$ cat config.mk
export PLATFORM = sky130hd
export DESIGN_NAME = branch_resolver
export DESIGN_NICKNAME = d
export VERILOG_FILES = /design/src/rtl/branch_resolver_pkg.sv /design/src/rtl/br_class.sv /design/src/rtl/br_eval.sv /design/src/rtl/br_addr.sv /design/src/rtl/branch_resolver.sv
export SDC_FILE = /design/constraint.sdc
export NUM_CORES = 1
export LEC_CHECK = 0
export ABC_AREA = 1
export BUFFER_PORTS_ARGS = -buffer_cell sky130_fd_sc_hd__buf_2
export CORE_ASPECT_RATIO = 1.4
export CORE_MARGIN = 2
export CORE_UTILIZATION = 52
export DETAILED_ROUTE_END_ITERATION = 12
export GPL_TIMING_DRIVEN = 0
export PLACE_DENSITY = 0.95
export SYNTH_ARGS = -nofsm -noshare
export SYNTH_HDL_FRONTEND = slang
export SYNTH_SLANG_ARGS = --single-unit
$ cat constraint.sdc
create_clock -name vclk -period 5.2
set_input_delay 1.04 -clock vclk [all_inputs]
set_output_delay 1.04 -clock vclk [all_outputs]
set_load 0.01 [all_outputs]
$ cat src/rtl/branch_resolver_pkg.sv
package branch_resolver_pkg;

  localparam logic [5:0] OP_REGIMM = 6'h01;
  localparam logic [5:0] OP_COP1   = 6'h11;
  localparam logic [5:0] OP_COP2   = 6'h12;
  localparam logic [4:0] RS_CC_BR  = 5'h08;

  typedef enum logic [3:0] {
    CND_NONE,
    CND_EQ,
    CND_NE,
    CND_LEZ,
    CND_GTZ,
    CND_LTZ,
    CND_GEZ,
    CND_FLAG_F,
    CND_FLAG_T
  } cnd_e;

  typedef struct packed {
    cnd_e cnd;
    logic likely;
    logic link;
  } br_ctl_t;

endpackage

$ cat src/rtl/br_class.sv
module br_class
  import branch_resolver_pkg::*;
(
  input  logic [5:0] opcode_i,
  input  logic [4:0] rs_fld_i,
  input  logic [4:0] rt_fld_i,
  output br_ctl_t    ctl_o
);

  function automatic cnd_e pick_primary(input logic [1:0] sel);
    case (sel)
      2'd0:    return CND_EQ;
      2'd1:    return CND_NE;
      2'd2:    return CND_LEZ;
      default: return CND_GTZ;
    endcase
  endfunction

  always_comb begin
    ctl_o.cnd    = CND_NONE;
    ctl_o.likely = 1'b0;
    ctl_o.link   = 1'b0;
    if (opcode_i == OP_REGIMM) begin
      // rt[4]=link, rt[1]=likely, rt[0]=ge-zero; rt[3:2] must be clear
      if (rt_fld_i[3:2] == 2'b00) begin
        ctl_o.cnd    = rt_fld_i[0] ? CND_GEZ : CND_LTZ;
        ctl_o.likely = rt_fld_i[1];
        ctl_o.link   = rt_fld_i[4];
      end
    end else if ((opcode_i[5:2] == 4'b0001) || (opcode_i[5:2] == 4'b0101)) begin
      ctl_o.cnd    = pick_primary(opcode_i[1:0]);
      ctl_o.likely = opcode_i[4];
    end else if (((opcode_i == OP_COP1) || (opcode_i == OP_COP2)) &&
                 (rs_fld_i == RS_CC_BR)) begin
      ctl_o.cnd    = rt_fld_i[0] ? CND_FLAG_T : CND_FLAG_F;
      ctl_o.likely = rt_fld_i[1];
    end
  end

endmodule

$ cat src/rtl/br_eval.sv
module br_eval
  import branch_resolver_pkg::*;
#(
  parameter int unsigned XLEN = 32
) (
  input  cnd_e            cnd_i,
  input  logic [XLEN-1:0] rs_val_i,
  input  logic [XLEN-1:0] rt_val_i,
  input  logic            cond_flag_i,
  output logic            taken_o
);

  logic rs_neg, rs_zero, ops_eq;

  assign rs_neg  = rs_val_i[XLEN-1];
  assign rs_zero = (rs_val_i == '0);
  assign ops_eq  = (rs_val_i == rt_val_i);

  always_comb begin
    case (cnd_i)
      CND_EQ:     taken_o = ops_eq;
      CND_NE:     taken_o = !ops_eq;
      CND_LEZ:    taken_o = rs_neg || rs_zero;
      CND_GTZ:    taken_o = !rs_neg && !rs_zero;
      CND_LTZ:    taken_o = rs_neg;
      CND_GEZ:    taken_o = !rs_neg;
      CND_FLAG_F: taken_o = !cond_flag_i;
      CND_FLAG_T: taken_o = cond_flag_i;
      default:    taken_o = 1'b0;
    endcase
  end

endmodule

$ cat src/rtl/br_addr.sv
module br_addr #(
  parameter int unsigned XLEN = 32,
  parameter int unsigned OFFW = 16
) (
  input  logic [XLEN-1:0] pc_i,
  input  logic [OFFW-1:0] offset_i,
  output logic [XLEN-1:0] target_o,
  output logic [XLEN-1:0] link_addr_o
);

  localparam int unsigned EXTW = XLEN - OFFW - 2;

  logic [XLEN-1:0] disp, seq_pc;

  assign disp        = {{EXTW{offset_i[OFFW-1]}}, offset_i, 2'b00};
  assign seq_pc      = pc_i + XLEN'(4);
  assign target_o    = seq_pc + disp;
  assign link_addr_o = pc_i + XLEN'(8);

endmodule

$ cat src/rtl/branch_resolver.sv
module branch_resolver
  import branch_resolver_pkg::*;
#(
  parameter int unsigned XLEN     = 32,
  parameter int unsigned OFFW     = 16,
  parameter int unsigned RIDX_W   = 5,
  parameter int unsigned LINK_REG = 31
) (
  input  logic [5:0]        opcode_i,
  input  logic [4:0]        rs_fld_i,
  input  logic [4:0]        rt_fld_i,
  input  logic [XLEN-1:0]   rs_val_i,
  input  logic [XLEN-1:0]   rt_val_i,
  input  logic [XLEN-1:0]   pc_i,
  input  logic [OFFW-1:0]   offset_i,
  input  logic              cond_flag_i,
  output logic              is_branch_o,
  output logic              taken_o,
  output logic [XLEN-1:0]   target_o,
  output logic              link_we_o,
  output logic [RIDX_W-1:0] link_reg_o,
  output logic [XLEN-1:0]   link_addr_o,
  output logic              annul_o
);

  br_ctl_t ctl;
  logic    cond_hit;

  br_class u_class (
    .opcode_i (opcode_i),
    .rs_fld_i (rs_fld_i),
    .rt_fld_i (rt_fld_i),
    .ctl_o    (ctl)
  );

  br_eval #(.XLEN(XLEN)) u_eval (
    .cnd_i       (ctl.cnd),
    .rs_val_i    (rs_val_i),
    .rt_val_i    (rt_val_i),
    .cond_flag_i (cond_flag_i),
    .taken_o     (cond_hit)
  );

  br_addr #(.XLEN(XLEN), .OFFW(OFFW)) u_addr (
    .pc_i        (pc_i),
    .offset_i    (offset_i),
    .target_o    (target_o),
    .link_addr_o (link_addr_o)
  );

  assign is_branch_o = (ctl.cnd != CND_NONE);
  assign taken_o     = is_branch_o && cond_hit;
  assign link_we_o   = is_branch_o && ctl.link;
  assign annul_o     = is_branch_o && ctl.likely && !cond_hit;
  assign link_reg_o  = RIDX_W'(LINK_REG);

endmodule

### After elaboration in Yosys (flattened, before gate mapping)

Cells that the tools add are included.

| word-level totals | value |
|---|---|
| flip-flop bits (word level) | 0 |
| bits of input ports | 129 |
| output and inout port bits | 73 |
| word-level logic and storage cells | 47 |

| operators by class | value |
|---|---|
| add/subtract/negate cells | 3 |
| muxes and demuxes | 9 |
| reduce and logical (&&, ||, !) cells | 18 |
| equality and inequality tests | 17 |

Operators with widths:

| cell | count |
|---|---|
| adder 32 x 3 -> 32 bit, second input constant | 1 |
| adder 32 bit | 1 |
| adder 32 x 4 -> 32 bit, second input constant | 1 |
| == test 32 bit | 1 |
| logical NOT 32 bit | 1 |
| == test 4 x 3 -> 1 bit, second input constant | 5 |
| two-way mux 5 bit | 3 |
| == test 6 x 5 -> 1 bit, second input constant | 2 |
| one-hot mux 3 bit (3 select lines) | 1 |
| == test 4 x 1 -> 1 bit, second input constant | 2 |
| == test 4 x 2 -> 1 bit, second input constant | 2 |
| one-hot mux 1 bit (8 select lines) | 1 |
| == test 6 x 1 -> 1 bit, second input constant | 1 |
| logical AND 1 bit | 6 |
| two-way mux 6 bit | 1 |
| == test 5 x 4 -> 1 bit, second input constant | 1 |
| logical NOT 1 bit | 5 |
| == test 4 bit, second input constant | 1 |
| logical NOT 2 bit | 2 |
| two-way mux 4 bit | 1 |
| nonzero test 4 bit | 1 |
| logical OR 1 bit | 3 |
| == test 2 x 1 -> 1 bit, second input constant | 1 |
| == test 2 bit, second input constant | 1 |
| other kinds (2) | 2 |

### Depth between registers and ports, before layout

| depth | value |
|---|---|
| depth after elaboration | 10 |
| mapped depth | 16 |
| depth with buffers taken out | 16 |

### By module

From an unflattened synthesis, not the netlist that was laid out.

| unflattened totals | value |
|---|---|
| cell total of the unflattened synthesis | 807 |
| area, all modules | 4279.1 µm² |

Modules (own cells, without submodules):

| module | area each (µm²) | cells an instance | times used | sequential area each (µm²) |
|---|---|---|---|---|
| br_addr | 3213.1 | 599 | 1 | 0.0 |
| br_eval | 680.7 | 134 | 1 | 0.0 |
| br_class | 301.5 | 59 | 1 | 0.0 |
| branch_resolver | 83.8 | 15 | 1 | 0.0 |

### Worst setup path before layout

Ideal clock, no wire load.

| timing | value |
|---|---|
| kind | input-to-output |
| from | in pc_i[3] |
| to | out target_o[25] |
| arrival time | 2887 ps |
| stages | 14 |
| buffers on the path | 0 |
| path slack | 1273 ps |
| required time | 4160 ps |
| path through | ha_1 > ha_1 > fa_1 > nand2_1 > nand2_1 > o21ai_1 > o21ai_1 > nand2_1 > nand2_1 > nand2_1 > nand2_1 > nand2_1 > nand2_1 > xor2_1 |

| between the ends | value |
|---|---|
| longest elaborated chain between the ends | 2 |

Ends and longest elaborated chain:

| element | line | source |
|---|---|---|
| start: declaration | branch_resolver.sv:14 | `input logic [XLEN-1:0] pc_i,` |
| adder 32 x 3 -> 32 bit | br_addr.sv:16 | `assign seq_pc = pc_i + XLEN'(4);` |
| adder 32 bit | br_addr.sv:17 | `assign target_o = seq_pc + disp;` |
| end: declaration | branch_resolver.sv:19 | `output logic [XLEN-1:0] target_o,` |

No other way between the ends.

### Final worst setup path

Ends and elaborated chain as after synthesis.

==> metrics <==
DR vias/cell=~5; Area after DPL=0.005032 sq mm; Yosys warnings=0; RSZ-0062 raised after global routing=no; IO Pins=202; Max IR drop VDD=0.09835 mV; CP Launch Type=primary input; Max-cap violations=0; register area share after synthesis=0; initial antenna violation count=0; clkbuf count=0; DRT antenna net count=0; # setup viols final=0; fraction of layout cells with a size suffix above 1=0.2467; post-synth cell types=38; first-pass GRT wire length=18490 microns; most frequent cells in the layout=nand2_1 (198), buf_2 (195), inv_1 (110); crit-path max FO=4; largest net degree at the start of global routing=16; initial core utilization=0.5359; Critical Path RT=between 4 and 5 ns; pwr dens=112.9 mW/mm^2; Setup crit end=target_o[25]; critical path class=in2out; Layout Nets=1094; slowest cell on the critical path=fa_1; total track usage=0.2599; Final Critical Period=~4.3 ns; core area=around 0.0073 sq mm; fin area=0.005032 sq mm; sequential cells=0; leakage=0.003044 uW; # hold bufs at CTS=0; antenna cells=0; CP dominant cell by count=nand2_1; Port Buffers=195; DRC viols=0; arrival time worst endpoint=3.30 ns; fmax=230.4 MHz; postcts setup bufs=0; die width=77.38 microns; row count=37; Die Ht=about 110 microns; TNS Setup=0 ns; Placed Cells incl. Taps=approximately 1000; fin crit share=0.8345; max-slew violation count=0; routed len/inst=approximately 11 microns; vias in the first global route=4668; WL final=11070 microns; via count=roughly 5.0k; synthesized area per cell=about 5.6 sq um; Gate Count Post-Synth=between 700 and 800; pre-CTS setup slack=0.8945 ns; RePlAce Congestion=~1; commonest non-fill, non-tap cell in the layout=nand2_1; mapped cell area=0.003920 sq mm; status=completed; setup ws final=0.8604 ns; FF/Latch Area=0 sq um; post-route insts no fill=997; CP max stage delay=0.40 ns; 1st-iter DRT viols=about 200; crit end category=primary output; dpl hpwl=between 10000 and 15000 microns; die footprint=0.008259 sq mm; worst path cell trace=buf_2, ha_1, ha_1, fa_1, nand2_1, nand2_1, o21ai_1, o21ai_1, nand2_1, nand2_1, nand2_1, nand2_1, nand2_1, nand2_1, xor2_1, buf_2; Hold Crit Class=in2out; Layout area overhead=28.38%; Final Hold Viols=0; GRT overflow=0; Hold Slack=about 2.3 ns; crit path launch=pc_i[3]; Resized Gates After CTS=0; TritonRoute pass-1 iters=5
==> layer usage <==
metal	wire, microns	global-route usage	up-vias
li1	-	-	2616
met5	0	0	-
met3	637	0.03030	20
met2	5986	0.5453	162
met1	4207	0.2671	2188
met4	236	0.05357	0
==> power by group <==
group | total (uW) | internal (uW) | leakage, uW | switching (uW)
Clock | 0 | 0 | 0 | 0
Combinational | 568 | 233 | 0.00304 | 335
Sequential | 0 | 0 | 0 | 0
==> how the worst min path moves through the flow <==
stage	cells after the start	to	slack [ns]	start
final	2	target_o[0]	2.27	pc_i[0]
after global routing	2	target_o[1]	2.27	pc_i[1]
after CTS	2	target_o[0]	2.27	pc_i[0]
after detailed placement	2	target_o[0]	2.27	pc_i[0]
after global placement	2	target_o[1]	2.26	pc_i[1]
after floorplan	1	link_addr_o[3]	2.12	pc_i[3]
==> cell usage after synthesis, types with 3 or more instances <==
cell        n  area, sq um
nor3_4      3        48.80
nand3_1    35        175.2
inv_1     110        412.9
nor4_1      7        43.79
ha_1       62        775.7
a21oi_1    34        170.2
nor2_1     92        345.3
nor2_2      3        18.77
nor3_1     15        75.07
o21ai_1     4        20.02
nand4_1    10        62.56
inv_2       4        15.01
o21bai_1    4        30.03
buf_4      10        75.07
o21a_1      3        22.52
xnor2_1    26        227.7
xor2_1     44        385.4
o21ai_0    14        70.07
nand2_1   198        743.2
==> final cells by class <==
| class | count | area (sq um) |
|---|---|---|
| multi-input combinational | 581 | 3432 |
| fill | 658 | 2282 |
| timing repair buffer | 195 | 975.9 |
| inverter | 114 | 427.9 |
| tap | 97 | 121.4 |
| buffer | 10 | 75.07 |
==> worst max-delay path, delay by kind of cell <==
| kind | cells | cell delay [ns] |
|---|---|---|
| simple gates | 8 | 0.65 |
| buf+inv | 2 | 0.27 |
| fa+ha+maj | 3 | 0.91 |
| xor+xnor | 1 | 0.14 |
| compound gates | 2 | 0.28 |
==> cell families after synthesis <==
logic type	share of synthesized area
xor gates and xnor gates	0.1564
buffers and inverters	0.1283
muxes	0.002554
AOI/OAI and AO/OA	0.09671
other	0.0009566
and+or+nand+nor	0.4121
adders and majority gates	0.2030
==> per-stage QoR <==
stage / power, uW / utilization
3_5_place_dp: 564.0 / 0.6880
5_1_grt: 636.1 / 0.6880
6_report: 568.2 / 0.6880
4_1_cts: 566.9 / 0.6880
2_1_floorplan: 350.2 / -
3_3_place_gp: 553.5 / 0.6880
(Power assumes the default switching activity.)
